===== config.mk =====
export PLATFORM = sky130hd
export DESIGN_NAME = msiq_router
export DESIGN_NICKNAME = d
export VERILOG_FILES = /design/src/rtl/msiq_pkg.sv /design/src/rtl/msiq_map_table.sv /design/src/rtl/msiq_ring.sv /design/src/rtl/msiq_router.sv
export SDC_FILE = /design/constraint.sdc
export NUM_CORES = 1
export LEC_CHECK = 0
export BUFFER_PORTS_ARGS = -buffer_cell sky130_fd_sc_hd__buf_2
export CORE_AREA = 8 8 321 323
export CTS_CLUSTER_SIZE = 10
export DETAILED_ROUTE_END_ITERATION = 8
export DIE_AREA = 0 0 329 331
export PLACE_DENSITY = 0.48
export SYNTH_ARGS = -nofsm -noshare
export SYNTH_HDL_FRONTEND = slang
export SYNTH_SLANG_ARGS = --single-unit

===== constraint.sdc =====
create_clock -name clk -period 5.8 [get_ports clk]
set_input_delay 0.58 -clock clk [delete_from_list [all_inputs] [get_ports clk]]
set_output_delay 0.58 -clock clk [all_outputs]
set_load 0.02 [all_outputs]

===== src/rtl/msiq_pkg.sv =====
package msiq_pkg;
  localparam int QIDX_W     = 7;   // 128 slots per queue
  localparam int SLOT_SHIFT = 13;  // 8 KB between slots
  localparam int Q_SHIFT    = QIDX_W + SLOT_SHIFT;
  localparam int QNUM_W     = 6;

  localparam int MAP_VALID_BIT = 63;
  localparam int MAP_INH_BIT   = 62;
  localparam int CTL_EN_BIT    = 44;
  localparam int CTL_E2I_BIT   = 47;
  localparam int OVF_BIT       = 57;

  localparam logic [3:0] TYPE_MSI32 = 4'hB;
  localparam logic [3:0] TYPE_MSI64 = 4'hF;

  typedef enum logic [2:0] {
    EQ_IDLE   = 3'b001,
    EQ_ACTIVE = 3'b010,
    EQ_ERROR  = 3'b100
  } eq_state_e;

  typedef enum logic [2:0] {
    RK_MAP    = 3'd0,
    RK_MSICLR = 3'd1,
    RK_CSET   = 3'd2,
    RK_CCLR   = 3'd3,
    RK_STATE  = 3'd4,
    RK_TAIL   = 3'd5,
    RK_HEAD   = 3'd6
  } reg_kind_e;

  function automatic logic [63:0] entry_word0(input logic is64, input logic [9:0] len,
                                              input logic [63:0] addr, input logic [15:0] rid,
                                              input logic [15:0] data0);
    entry_word0 = {1'b0, (is64 ? TYPE_MSI64 : TYPE_MSI32), 3'b000, len, addr[15:2], rid, data0};
  endfunction

  function automatic logic [63:0] entry_word1(input logic [63:0] addr, input logic [15:0] data1);
    entry_word1 = {addr[63:16], data1};
  endfunction

  function automatic logic [63:0] slot_addr(input logic [63:0] base, input logic [QNUM_W-1:0] q,
                                            input logic [QIDX_W-1:0] slot);
    slot_addr = base + ({{(64-QNUM_W){1'b0}}, q} << Q_SHIFT)
                     + ({{(64-QIDX_W){1'b0}}, slot} << SLOT_SHIFT);
  endfunction

  function automatic logic [QIDX_W-1:0] next_slot(input logic [QIDX_W-1:0] s);
    next_slot = s + 1'b1;
  endfunction
endpackage


===== src/rtl/msiq_map_table.sv =====
module msiq_map_table #(
  parameter int NUM_MSI = 32,
  localparam int MSI_W  = $clog2(NUM_MSI)
) (
  input  logic             clk,
  input  logic             rst_n,
  input  logic [MSI_W-1:0] lk_idx,
  output logic             lk_valid,
  output logic             lk_inh,
  output logic [5:0]       lk_q,
  input  logic             set_inh,
  input  logic [MSI_W-1:0] sw_idx,
  input  logic             map_we,
  input  logic             map_v,
  input  logic             map_i,
  input  logic [5:0]       map_q,
  input  logic             clr_we,
  output logic [63:0]      rd_word
);
  logic [NUM_MSI-1:0] v_q;
  logic [NUM_MSI-1:0] inh_q;
  logic [5:0]         q_q [NUM_MSI];

  always_ff @(posedge clk or negedge rst_n) begin
    if (!rst_n) begin
      v_q   <= '0;
      inh_q <= '0;
      for (int e = 0; e < NUM_MSI; e++) q_q[e] <= '0;
    end else begin
      for (int e = 0; e < NUM_MSI; e++) begin
        if (set_inh && lk_idx == MSI_W'(e)) inh_q[e] <= 1'b1;
        if (map_we && sw_idx == MSI_W'(e)) begin
          v_q[e]   <= map_v;
          inh_q[e] <= map_i;
          q_q[e]   <= map_q;
        end
        if (clr_we && sw_idx == MSI_W'(e)) inh_q[e] <= 1'b0;
      end
    end
  end

  assign lk_valid = v_q[lk_idx];
  assign lk_inh   = inh_q[lk_idx];
  assign lk_q     = q_q[lk_idx];
  assign rd_word  = {v_q[sw_idx], inh_q[sw_idx], 56'b0, q_q[sw_idx]};
endmodule


===== src/rtl/msiq_ring.sv =====
module msiq_ring
  import msiq_pkg::*;
(
  input  logic              clk,
  input  logic              rst_n,
  input  logic              push,
  input  logic              set_en,
  input  logic              clr_dis,
  input  logic              clr_e2i,
  input  logic              clr_ovf,
  input  logic              head_we,
  input  logic              tail_we,
  input  logic [QIDX_W-1:0] wr_idx,
  output eq_state_e         state_o,
  output logic [QIDX_W-1:0] head_o,
  output logic [QIDX_W-1:0] tail_o,
  output logic              ovf_o,
  output logic              irq_o,
  output logic              push_ok,
  output logic              push_full
);
  logic full;
  logic is_active;

  assign is_active = (state_o == EQ_ACTIVE);
  assign full      = (next_slot(tail_o) == head_o);
  assign push_ok   = push && is_active && !full;
  assign push_full = push && is_active && full;
  assign irq_o     = is_active && (head_o != tail_o);

  always_ff @(posedge clk or negedge rst_n) begin
    if (!rst_n) begin
      state_o <= EQ_IDLE;
      head_o  <= '0;
      tail_o  <= '0;
      ovf_o   <= 1'b0;
    end else begin
      if (push_ok) tail_o <= next_slot(tail_o);
      if (push_full) begin
        ovf_o   <= 1'b1;
        state_o <= EQ_ERROR;
      end
      if (set_en && state_o == EQ_IDLE) state_o <= EQ_ACTIVE;
      if (clr_dis && state_o == EQ_ACTIVE) state_o <= EQ_IDLE;
      if (clr_e2i && state_o == EQ_ERROR) state_o <= EQ_IDLE;
      if (clr_ovf) ovf_o <= 1'b0;
      if (head_we) head_o <= wr_idx;
      if (tail_we) tail_o <= wr_idx;
    end
  end

  AST_STATE_ONEHOT: assert property (@(posedge clk) disable iff (!rst_n)
    $countones(state_o) == 1);
  AST_OVF_TO_ERROR: assert property (@(posedge clk) disable iff (!rst_n)
    push_full && !clr_e2i && !clr_ovf |=> state_o == EQ_ERROR && ovf_o);
  AST_TAIL_STEP: assert property (@(posedge clk) disable iff (!rst_n)
    push_ok && !tail_we |=> tail_o == $past(tail_o) + 7'd1);
endmodule


===== src/rtl/msiq_router.sv =====
module msiq_router
  import msiq_pkg::*;
#(
  parameter int          NUM_MSI    = 32,
  parameter int          NUM_EQ     = 4,
  parameter int          REG_IDX_W  = 8,
  parameter logic [63:0] QUEUE_BASE = 64'h0000_0100_0000_0000
) (
  input  logic                   clk,
  input  logic                   rst_n,
  input  logic                   msi_valid,
  input  logic                   msi_is64,
  input  logic [15:0]            msi_rid,
  input  logic [9:0]             msi_len,
  input  logic [63:0]            msi_addr,
  input  logic [15:0]            msi_data0,
  input  logic [15:0]            msi_data1,
  output logic                   mw_valid,
  output logic [63:0]            mw_addr,
  output logic [511:0]           mw_data,
  input  logic                   reg_we,
  input  logic [REG_IDX_W+2:0]   reg_addr,
  input  logic [63:0]            reg_wdata,
  output logic [63:0]            reg_rdata,
  output logic [NUM_EQ-1:0]      eq_irq
);
  localparam int MSI_W = $clog2(NUM_MSI);
  localparam int EQ_W  = $clog2(NUM_EQ);

  reg_kind_e              reg_kind;
  logic [REG_IDX_W-1:0]   reg_idx;
  logic                   idx_msi_ok, idx_eq_ok;
  logic [EQ_W-1:0]        rq;

  logic                   lk_valid, lk_inh;
  logic [5:0]             lk_q;
  logic [EQ_W-1:0]        q_sel;
  logic                   msi_in_range, q_in_range, q_active, route, fire;
  logic [63:0]            map_rd;

  eq_state_e              st_w  [NUM_EQ];
  logic [QIDX_W-1:0]      hd_w  [NUM_EQ];
  logic [QIDX_W-1:0]      tl_w  [NUM_EQ];
  logic [NUM_EQ-1:0]      ovf_v, push_ok_v, push_full_v;
  logic                   unused_in;

  assign reg_kind   = reg_kind_e'(reg_addr[REG_IDX_W+2:REG_IDX_W]);
  assign reg_idx    = reg_addr[REG_IDX_W-1:0];
  assign idx_msi_ok = reg_idx < REG_IDX_W'(NUM_MSI);
  assign idx_eq_ok  = reg_idx < REG_IDX_W'(NUM_EQ);
  assign rq         = reg_idx[EQ_W-1:0];
  assign unused_in  = ^{reg_wdata, msi_addr, push_full_v};

  msiq_map_table #(.NUM_MSI(NUM_MSI)) map_i (
    .clk      (clk),
    .rst_n    (rst_n),
    .lk_idx   (msi_data0[MSI_W-1:0]),
    .lk_valid (lk_valid),
    .lk_inh   (lk_inh),
    .lk_q     (lk_q),
    .set_inh  (fire),
    .sw_idx   (reg_idx[MSI_W-1:0]),
    .map_we   (reg_we && reg_kind == RK_MAP && idx_msi_ok),
    .map_v    (reg_wdata[MAP_VALID_BIT]),
    .map_i    (reg_wdata[MAP_INH_BIT]),
    .map_q    (reg_wdata[5:0]),
    .clr_we   (reg_we && reg_kind == RK_MSICLR && idx_msi_ok && reg_wdata[MAP_INH_BIT]),
    .rd_word  (map_rd)
  );

  assign msi_in_range = msi_data0 < 16'(NUM_MSI);
  assign q_in_range   = lk_q < 6'(NUM_EQ);
  assign q_sel        = lk_q[EQ_W-1:0];
  assign q_active     = q_in_range && (st_w[q_sel] == EQ_ACTIVE);
  assign route        = msi_valid && msi_in_range && lk_valid && !lk_inh && q_active;
  assign fire         = |push_ok_v;

  for (genvar e = 0; e < NUM_EQ; e++) begin : g_ring
    logic sel_sw;
    assign sel_sw = reg_we && idx_eq_ok && rq == EQ_W'(e);
    msiq_ring ring_i (
      .clk       (clk),
      .rst_n     (rst_n),
      .push      (route && q_sel == EQ_W'(e)),
      .set_en    (sel_sw && reg_kind == RK_CSET && reg_wdata[CTL_EN_BIT]),
      .clr_dis   (sel_sw && reg_kind == RK_CCLR && reg_wdata[CTL_EN_BIT]),
      .clr_e2i   (sel_sw && reg_kind == RK_CCLR && reg_wdata[CTL_E2I_BIT]),
      .clr_ovf   (sel_sw && reg_kind == RK_CCLR && reg_wdata[OVF_BIT]),
      .head_we   (sel_sw && reg_kind == RK_HEAD),
      .tail_we   (sel_sw && reg_kind == RK_TAIL),
      .wr_idx    (reg_wdata[QIDX_W-1:0]),
      .state_o   (st_w[e]),
      .head_o    (hd_w[e]),
      .tail_o    (tl_w[e]),
      .ovf_o     (ovf_v[e]),
      .irq_o     (eq_irq[e]),
      .push_ok   (push_ok_v[e]),
      .push_full (push_full_v[e])
    );
  end

  always_ff @(posedge clk or negedge rst_n) begin
    if (!rst_n) begin
      mw_valid <= 1'b0;
      mw_addr  <= '0;
      mw_data  <= '0;
    end else begin
      mw_valid <= fire;
      if (fire) begin
        mw_addr <= slot_addr(QUEUE_BASE, lk_q, tl_w[q_sel]);
        mw_data <= {384'b0, entry_word1(msi_addr, msi_data1),
                    entry_word0(msi_is64, msi_len, msi_addr, msi_rid, msi_data0)};
      end
    end
  end

  always_comb begin
    reg_rdata = '0;
    case (reg_kind)
      RK_MAP:   if (idx_msi_ok) reg_rdata = map_rd;
      RK_STATE: if (idx_eq_ok)  reg_rdata = {61'b0, st_w[rq]};
      RK_TAIL:  if (idx_eq_ok)  reg_rdata = {6'b0, ovf_v[rq], 50'b0, tl_w[rq]};
      RK_HEAD:  if (idx_eq_ok)  reg_rdata = {57'b0, hd_w[rq]};
      default:  reg_rdata = '0;
    endcase
  end

  AST_WRITE_FOLLOWS_REQ: assert property (@(posedge clk) disable iff (!rst_n)
    mw_valid |-> $past(msi_valid));
  AST_ONE_RING_PUSH: assert property (@(posedge clk) disable iff (!rst_n)
    $countones(push_ok_v) <= 1);
  AST_INHIBIT_DROPS: assert property (@(posedge clk) disable iff (!rst_n)
    msi_valid && lk_inh |=> !mw_valid);
  AST_INACTIVE_DROPS: assert property (@(posedge clk) disable iff (!rst_n)
    msi_valid && !q_active |=> !mw_valid);
endmodule


Word level (Yosys, flattened, before mapping):

Index checks and enable logic that the tools add are counted.

* output and inout bits: 645
* flip-flop bits (word level): 517

* equality and inequality tests: 95
* reduce and logical (&&, ||, !) cells: 230
* $lt $le $gt $ge: 11
* mux-type cells: 165
* add/sub/neg operators: 6
* bitwise gates (word level): 4

Operators by type and width (count)
* $pmux W64 S4: 1
* $logic_and A1 B1 Y1: 175
* $eq A5 B5 Y1 const B: 32
* $mux W1: 109
* $mux W7: 15
* $reduce_bool A3 Y1: 32
* $eq A5 B4 Y1 const B: 16
* $mux W3: 22
* $mux W64: 1
* $bmux W6 S5: 2
* $mux W58: 1
* $add A42 B20 Y43: 1
* $add A41 B26 Y42 const A: 1
* $bmux W7 S2: 3
* $eq A5 B3 Y1 const B: 8
* $add A7 B1 Y7 const B: 4
* $eq A7 B7 Y1: 4
* $ne A7 B7 Y1: 4
* $mux W6: 4
* $eq A3 B2 Y1 const B: 7
* $eq A3 B3 Y1 const B: 7
* $bmux W1 S5: 4
* $eq A5 B2 Y1 const B: 4
* $lt A16 B6 Y1 const B: 1
* 22 further kinds: 53

Longest topological paths before layout:

Gate-level depths: netlist of run 1.

* depth after elaboration: 19
* depth in mapped cells: 14

Modules after synthesis:

Synthesis of run 1 repeated with hierarchy kept, for this count alone.

* cell total of the unflattened synthesis: 2509
* area total of the unflattened synthesis: 29180.5 µm²

By module, submodules not included
* msiq_map_table: cells each 1129, times used 1, seq. area each 6406.1 µm², area each 14864.3 µm²
* msiq_router: cells each 932, times used 1, seq. area each 3403.3 µm², area each 9841.9 µm²
* msiq_ring: cells each 112, times used 4, seq. area each 451.7 µm², area each 1118.6 µm²

Worst setup path after synthesis of run 1:

OpenSTA, ideal clock, no wires.

* path type: input -> output
* from: in reg_addr[0]
* to: out reg_rdata[2]
* slack: 2210 ps
* stages on the path: 9
* data required time: 5220 ps
* path buffers: 4
* arrival: 3010 ps
* cells stage by stage: clkbuf_1 > clkbuf_1 > buf_1 > clkbuf_1 > mux4_2 > nand2_1 > a21oi_1 > a21oi_1 > o21ai_0

* word-level cells in the longest chain between the ends: 6
* elaborated cells between the ends (all ways): 21
* classes of those cells: 2 x order compare; 17 x mux; 2 x bitwise

RTL lines
* start, declared: RTL line msiq_router.sv:22 `input logic [REG_IDX_W+2:0] reg_addr,`
* $not A5 Y6 (not written as such) / $not A2 Y3 (equally long branches)
* $bmux W6 S5 (tied with other cells): RTL line msiq_map_table.sv:45 `assign rd_word = {v_q[sw_idx], inh_q[sw_idx], 56'b0, q_q[sw_idx]};`
* $mux W6 (not written as such) (tied with other cells) (2 in a row): RTL line msiq_map_table.sv:45
* $mux W64 (tied with other cells): RTL line msiq_router.sv:120 `RK_MAP: if (idx_msi_ok) reg_rdata = map_rd;`
* $pmux W64 S4 (*): RTL line msiq_router.sv:119 `case (reg_kind)`
* end, declared: RTL line msiq_router.sv:24 `output logic [63:0] reg_rdata,`

Every way passes the cells marked *; elsewhere a longest branch is shown, timed or not. The select of a mux whose other input is x is not followed.

Worst setup path after layout of run 1:

* from: in msi_data0[0]
* to: reg map_i.inh_q[23]

* word-level cells in the longest chain between the ends: 17
* elaborated cells between the ends (all ways): 41
* classes of those cells: 2 x order compare; 5 x eq/ne; 10 x mux; 2 x bitwise; 22 x reduce/logical

RTL lines
* start, declared: RTL line msiq_router.sv:16 `input logic [15:0] msi_data0,`
* $not A5 Y6 (not written as such): RTL line msiq_map_table.sv:44 `assign lk_q = q_q[lk_idx];`
* $bmux W6 S5: RTL line msiq_map_table.sv:44
* $mux W6 (not written as such) (2 in a row): RTL line msiq_map_table.sv:44
* $not A2 Y3 (not written as such): RTL line msiq_router.sv:74 `assign q_active = q_in_range && (st_w[q_sel] == EQ_ACTIVE);`
* $bmux W3 S2: RTL line msiq_router.sv:74
* $mux W3 (not written as such) (2 in a row): RTL line msiq_router.sv:74
* $eq A3 B2 Y1: RTL line msiq_router.sv:74
* $logic_and A1 B1 Y1: RTL line msiq_router.sv:74
* $logic_and A1 B1 Y1: RTL line msiq_router.sv:75 `assign route = msi_valid && msi_in_range && lk_valid && !lk_inh && q_active;`
* $logic_and A1 B1 Y1: RTL line msiq_router.sv:84 `.push (route && q_sel == EQ_W'(e)),`
* $logic_and A1 B1 Y1 (2 in a row): RTL line msiq_ring.sv:27 `assign push_ok = push && is_active && !full;`
* $reduce_or A4 Y1: RTL line msiq_router.sv:76 `assign fire = |push_ok_v;`
* $logic_and A1 B1 Y1 (*): RTL line msiq_map_table.sv:31 `if (set_inh && lk_idx == MSI_W'(e)) inh_q[e] <= 1'b1;`
* $reduce_bool A3 Y1 (no source line) (*)
* end signal, assigned by index: RTL line msiq_map_table.sv:34 `inh_q[e] <= map_i;`
* end, declared: RTL line msiq_map_table.sv:21 `logic [NUM_MSI-1:0] inh_q;`

Marks and branches as above.
A chain may end at the register's enable or synchronous reset.

==> results.sh, run 1 <==
export IMPL_grt_setup_unrepaired="false"
export IMPL_final_util_pct=32.4
export IMPL_worstMarginPinSlew_ns=1.18
export IMPL_start_util_pct=29.6
export IMPL_syn_to_final_growth_pct=9.47
export IMPL_clock_latency_ns=0.64
export IMPL_routed_wl_um=92800
export IMPL_synth_cells=2476
export IMPL_period_share_pct=70.6
export IMPL_rr_worst_depth=10
export IMPL_hold_ws_ns=0.167
export IMPL_finalSetupViolations=0
export IMPL_viasPerCell=4.74
export IMPL_critPathKind="in -> reg"
export IMPL_skew_ns=0.0210
export IMPL_status="finished clean"
export IMPL_cp_data_arrival_time_ns=4.64
export IMPL_ys_top_cells_by_area="dfrtp_1 40%, buf_4 13%, mux2_2 11%, mux4_2 10%, mux2_4 5.2%"
export IMPL_dr_pass1_iters=6
export IMPL_ys_top_cells_by_count="504 x buf_4, 460 x dfrtp_1, 273 x mux2_2"
export IMPL_layout_min_cycle_time_ns=4.10
export IMPL_setup_tns_ns=0
export IMPL_power_mw=7.40
export IMPL_routabilityCongestion=0.855
export IMPL_vias=19300
export IMPL_clk_pin_slew_worst_paths_ns=0.06
export IMPL_drv_slew=0
export IMPL_hold_depth=2
export IMPL_wl_per_cell_um=22.8
export IMPL_fp_dieH_um=331
export IMPL_final_nets=2961
export IMPL_cts_tree="built"
export IMPL_critical_path_cell_chain="buf_2 > buf_4 > mux4_2 > mux2_2 > a221oi_1 > a31o_2 > o2111ai_1 > a211o_4 > buf_12 > buf_4 > o31ai_1"
export IMPL_ant_nets=0
export IMPL_die_width_um=329
export IMPL_grt_max_degree=153
export IMPL_required_ns=6.34
export IMPL_drt_iter0_drc=1503
export IMPL_ys_seq_elements=464
export IMPL_maxCapViolCount=0
export IMPL_netlist_area_um2=28900
export IMPL_clock_root_buffer="clkbuf_16"
export IMPL_core_um2=97700
export IMPL_synth_main_ff_cell="dfrtp_1"
export IMPL_grt_use_total_pct=16.1
export IMPL_clock_power_share_pct=44.9
export IMPL_slowest_delay_ns=0.56
export IMPL_antenna_found_initial=8
export IMPL_pwr_share_comb_pct=10.8
export IMPL_relSlewSlack_pct=21.1
export IMPL_synth_edf_count=0
export IMPL_intPower_mw=5.28
export IMPL_powerDensity_nw_per_um2=234
export IMPL_cts_resized=0
export IMPL_cts_path_max_buffers=3
export IMPL_crit_top_cell="buf_4"
export IMPL_switching_power_mw=2.12
export IMPL_drive_gt1_share_pct=34.7
export IMPL_cts_made_buffers=56
export IMPL_fp_dieArea_um2=109000
export IMPL_yosysWarnings=0
export IMPL_synth_top_area_share_pct=39.9
export IMPL_stdcell_count=4068
export IMPL_async_flop_share_pct=100
export IMPL_grt_overflow=0
export IMPL_ir_drop_v=0.000218
export IMPL_crit_path_start_kind="input pin"
export IMPL_grt_pass1_vias=19100
export IMPL_grt_pass1_wl_um=133000
export IMPL_row_count=115
export IMPL_cts_htree_levels=2
export IMPL_syn_area_per_cell_um2=11.7
export IMPL_drc=0
export IMPL_cts_sinks=464
export IMPL_max_freq_mhz=244
export IMPL_cp_max_fo=69
export IMPL_switching_share_pct=28.6
export IMPL_min_path_type="in -> reg"
export IMPL_dpl_cell_count=3983
export IMPL_yosysMostFrequentCell="buf_4"
export IMPL_io_buffers=300
export IMPL_hpwl_um=66200
export IMPL_p_seq_share_pct=44.3
export IMPL_cp_slowest_cell="mux4_2"
export IMPL_ios=847
export IMPL_synth_area_leader_cell="dfrtp_1"
export IMPL_leakage_nw=15.7
export IMPL_endpoint_kind="flip-flop"
export IMPL_yosysSeqAreaShare_pct=40.2
export IMPL_ys_types=76
export IMPL_hold_viol=0
-- layout make-up --
type,instances,area [µm²]
Clock inverter,8,101
Multi-Input combinational cell,1830,14500
Clock buffer,74,1550
Inverter,33,124
Antenna cell,2,5.00
Tap cell,1287,1610
Timing Repair Buffer,370,2130
Fill cell,9923,66100
Sequential cell,464,11600
-- timing repair --
action,in CTS,in global routing
hold endpoints to repair,61,0
hold buffers,1,0
setup buffers,0,0
-- sequential cells by signal (all words and copies together), names as in the netlist --
signal / count
g_ring.ring_i.ovf_o: 4
map_i.v_q: 32
mw_data: 122
mw_valid: 1
g_ring.ring_i.head_o: 28
g_ring.ring_i.state_o: 12
mw_addr: 13
map_i.inh_q: 32
g_ring.ring_i.tail_o: 28
map_i.q_q: 192
-- cell usage in the layout (no fill, tap or decap), types with 44 or more instances in the layout --
cell type / synthesis / routed
conb_1: 1 / 492
dfrtp_1: 460 / 460
buf_2: 13 / 296
mux2_2: 273 / 273
mux4_2: 131 / 131
nand2_1: 121 / 121
nor2_1: 109 / 109
mux2_4: 100 / 100
o21ai_0: 71 / 71
buf_4: 504 / 65
clkbuf_16: 0 / 56
nand3_1: 51 / 51
nor3_1: 47 / 47
mux2i_1: 44 / 44
-- logic make-up after synthesis --
logic type | synth area share, %
compound gates | 5.78
xor+xnor | 1.82
fa+ha+maj | 0.173
buf+inv | 16.0
flops | 40.2
mux | 27.6
other cells | 0.0130
simple gates | 8.41
-- power groups by stage --
stage	logic [mW]	clock network, mW	registers (mW)
after global placement	0.784	0	3.34
after CTS	0.786	3.43	3.28
after global routing	0.858	3.54	3.28
after detailed placement	0.785	0	3.34
final	0.799	3.32	3.28
after floorplan	0.780	0	3.33
-- worst paths after layout --
| kind | slack [ns] | to | from |
|---|---|---|---|
| max in group asynchronous | 3.93 | mw_data[85]$_DFFE_PN0P_ | rst_n |
| max reg2reg | 1.79 | mw_data[79]$_DFFE_PN0P_ | g_ring[0].ring_i.tail_o[0]$_DFFE_PN0P_ |
| min reg2reg | 0.47 | mw_addr[25]$_DFFE_PN0P_ | mw_addr[25]$_DFFE_PN0P_ |
| max | 1.70 | map_i.inh_q[23]$_DFFE_PN0P_ | msi_data0[0] |
| min in group asynchronous | 0.51 | map_i.q_q[69]$_DFFE_PN0P_ | rst_n |
| min | 0.17 | mw_data[42]$_DFFE_PN0P_ | msi_addr[12] |
-- through the flow --
step	cell area [µm²]	setup WS (ns)
floorplan	30700	2.21
global placement	30000	1.10
detailed placement	30000	1.02
CTS	31600	1.62
global route	31600	1.53
finish	31600	1.70
-- worst max-delay path: cells and delay by family --
kind            cells  cell delay, ns
compound gates      5            1.87
buf+inv             4            1.28
mux                 2            0.84
-- layer usage --
layer  vias to the layer above  GRT usage, %  wire (µm)
met1                      9794          20.7      38000
met5                         -             0         40
li1                       8456             -          -
met2                       894          27.0      44900
met3                       143          3.95       7700
met4                         6          4.20       2200
Note: power is estimated with default switching activity, not from simulation.
==> run 2, diff against run 1 <==
==> constraint.sdc (replaced) <==
create_clock -name clk -period 3.9 [get_ports clk]
set_input_delay 0.39 -clock clk [delete_from_list [all_inputs] [get_ports clk]]
set_output_delay 0.39 -clock clk [all_outputs]
set_load 0.02 [all_outputs]
==> run 2 against run 1 <==
Routed wire length shrank 0.28%; global-route usage grew 0.098 points; sequential power grew 49%; clock power grew 59%; total power grew 55%; flip-flop and latch count is the same; critical path depth shrank 2; sequential share of layout area shrank 2.0 points; clock-buffer cell count grew 7; worst hold slack lost 0.029 ns; largest cell class unchanged; largest power group unchanged; highest routed layer is now met4.
==> results.sh, run 2 (same netlist as run 1, synthesis figures left out) <==
export IMPL_status="finished clean"
export IMPL_io_buffers=300
export IMPL_fp_dieArea_um2=109000
export IMPL_drive_gt1_share_pct=35.1
export IMPL_start_util_pct=29.6
export IMPL_endpoint_kind="flip-flop"
export IMPL_drv_slew=0
export IMPL_period_share_pct=89.5
export IMPL_hpwl_um=67600
export IMPL_core_um2=97700
export IMPL_layout_common_cells="492 x conb_1, 460 x dfrtp_1, 296 x buf_2, 273 x mux2_2, 131 x mux4_2"
export IMPL_cts_resized=0
export IMPL_cts_made_buffers=58
export IMPL_leakage_nw=16.6
export IMPL_drc=0
export IMPL_dr_pass1_iters=5
export IMPL_grt_use_total_pct=16.2
export IMPL_grt_max_degree=93
export IMPL_crit_path_start_kind="flip-flop"
export IMPL_antenna_found_initial=4
export IMPL_finalSetupViolations=0
export IMPL_cts_tree="built"
export IMPL_setup_tns_ns=0
export IMPL_required_ns=4.41
export IMPL_cts_htree_levels=2
export IMPL_stdcell_count=4249
export IMPL_min_path_type="in -> reg"
export IMPL_dpl_cell_count=4051
export IMPL_largest_reg_flops=192
export IMPL_final_nets=3136
export IMPL_clk_pin_slew_worst_paths_ns=0.06
export IMPL_reg_top3="map_i.q_q: 192 flops, mw_data: 122 flops"
export IMPL_syn_to_final_growth_pct=15.7
export IMPL_cp_data_arrival_time_ns=4.00
export IMPL_grt_setup_unrepaired="false"
export IMPL_clock_latency_ns=0.64
export IMPL_die_width_um=329
export IMPL_grt_overflow=0
export IMPL_max_freq_mhz=286
export IMPL_worstMarginPinSlew_ns=0.976
export IMPL_maxCapViolCount=0
export IMPL_cts_setup_buffers=0
export IMPL_layout_min_cycle_time_ns=3.49
export IMPL_ant_nets=0
export IMPL_drt_iter0_drc=1351
export IMPL_fp_dieH_um=331
export IMPL_routed_wl_um=92500
export IMPL_wl_per_cell_um=21.8
export IMPL_ir_drop_v=0.000328
export IMPL_grt_pass1_vias=20100
export IMPL_cts_sinks=464
export IMPL_skew_ns=0.0212
export IMPL_final_common_cell="conb_1"
export IMPL_ios=847
export IMPL_cp_max_fo=46
export IMPL_postCtsHoldBufs=106
export IMPL_routabilityCongestion=0.871
export IMPL_relSlewSlack_pct=34.9
export IMPL_powerDensity_nw_per_um2=344
export IMPL_clock_root_buffer="clkbuf_16"
export IMPL_hold_viol=0
export IMPL_cts_path_max_buffers=3
export IMPL_viasPerCell=4.66
export IMPL_critPathKind="reg -> reg"
export IMPL_grt_pass1_wl_um=136000
export IMPL_largest_register="map_i.q_q"
export IMPL_vias=19800
export IMPL_row_count=115
run 2: cell count changes in the layout (fill, tap and decap cells not counted), sizes merged:
| cell | previous run | this run |
|---|---|---|
| clkinv | 6 | 4 |
| dlygate4sd3 | 1 | 106 |
| bufinv | 0 | 3 |
| clkbuf | 74 | 81 |
| buf | 369 | 437 |
run 2: path summary, 6_finish.rpt:
kind | start | end | slack [ns] | cells after the start
min reg2reg | mw_addr[25]$_DFFE_PN0P_ | mw_addr[25]$_DFFE_PN0P_ | 0.47 | 1
max reg2reg | map_i.q_q[73]$_DFFE_PN0P_ | mw_data[104]$_DFFE_PN0P_ | 0.41 | 9
max in group asynchronous | rst_n | map_i.q_q[61]$_DFFE_PN0P_ | 2.50 | 3
max | map_i.q_q[73]$_DFFE_PN0P_ | mw_data[104]$_DFFE_PN0P_ | 0.41 | 9
min in group asynchronous | rst_n | mw_data[104]$_DFFE_PN0P_ | 0.31 | 2
min | reg_wdata[6] | g_ring[0].ring_i.tail_o[6]$_DFFE_PN0P_ | 0.14 | 3
run 2: worst max-delay path: stages, from the launching register on:
cell and delay [ns]:
dfrtp_1 0.39, mux4_2 0.50, mux2i_1 0.20, o22ai_1 0.12, or3_1 0.55, or3_1 0.39
and3_4 0.19, a211o_4 0.36, buf_12 0.21, mux2_4 0.35
run 2: metal layers:
| layer | global-route usage (%) | part of all wire [%] | vias up |
|---|---|---|---|
| met5 | 0 | 0 | - |
| met4 | 5.89 | 3.6 | 0 |
| met3 | 3.34 | 7.6 | 167 |
| met2 | 27.0 | 48 | 856 |
| met1 | 20.8 | 41 | 9983 |
| li1 | - | - | 8810 |
run 2: area by class of cell:
class                   count  area (µm²)
diodes                      2        5.00
clock buffers              81        1650
clock inverters             9         166
fillers                  9778       64300
inverters                  33         124
multi-input cells        1830       14500
flip-flops and latches    464       11600
well taps                1287        1610
repair buffers            543        3760
run 2: power by group:
part	internal [mW]	leakage, nW	switching [mW]
logic	0.348	9.28	0.957
registers	4.85	6.40	0.0320
clock network	3.10	0.884	2.19
run 2: through the flow:
step	total power [mW]	setup slack, ns	util (%)	hold slack [ns]	cell area (µm²)
after floorplan	6.11	0.562	-	0.0944	30700
after global placement	6.16	0.0564	31.3	0.460	30500
after detailed placement	6.16	0.0518	31.3	0.459	30500
after CTS	11.7	0.440	34.2	0.0928	33400
after global routing	12.0	0.335	34.2	0.133	33400
final	11.5	0.408	34.2	0.138	33400
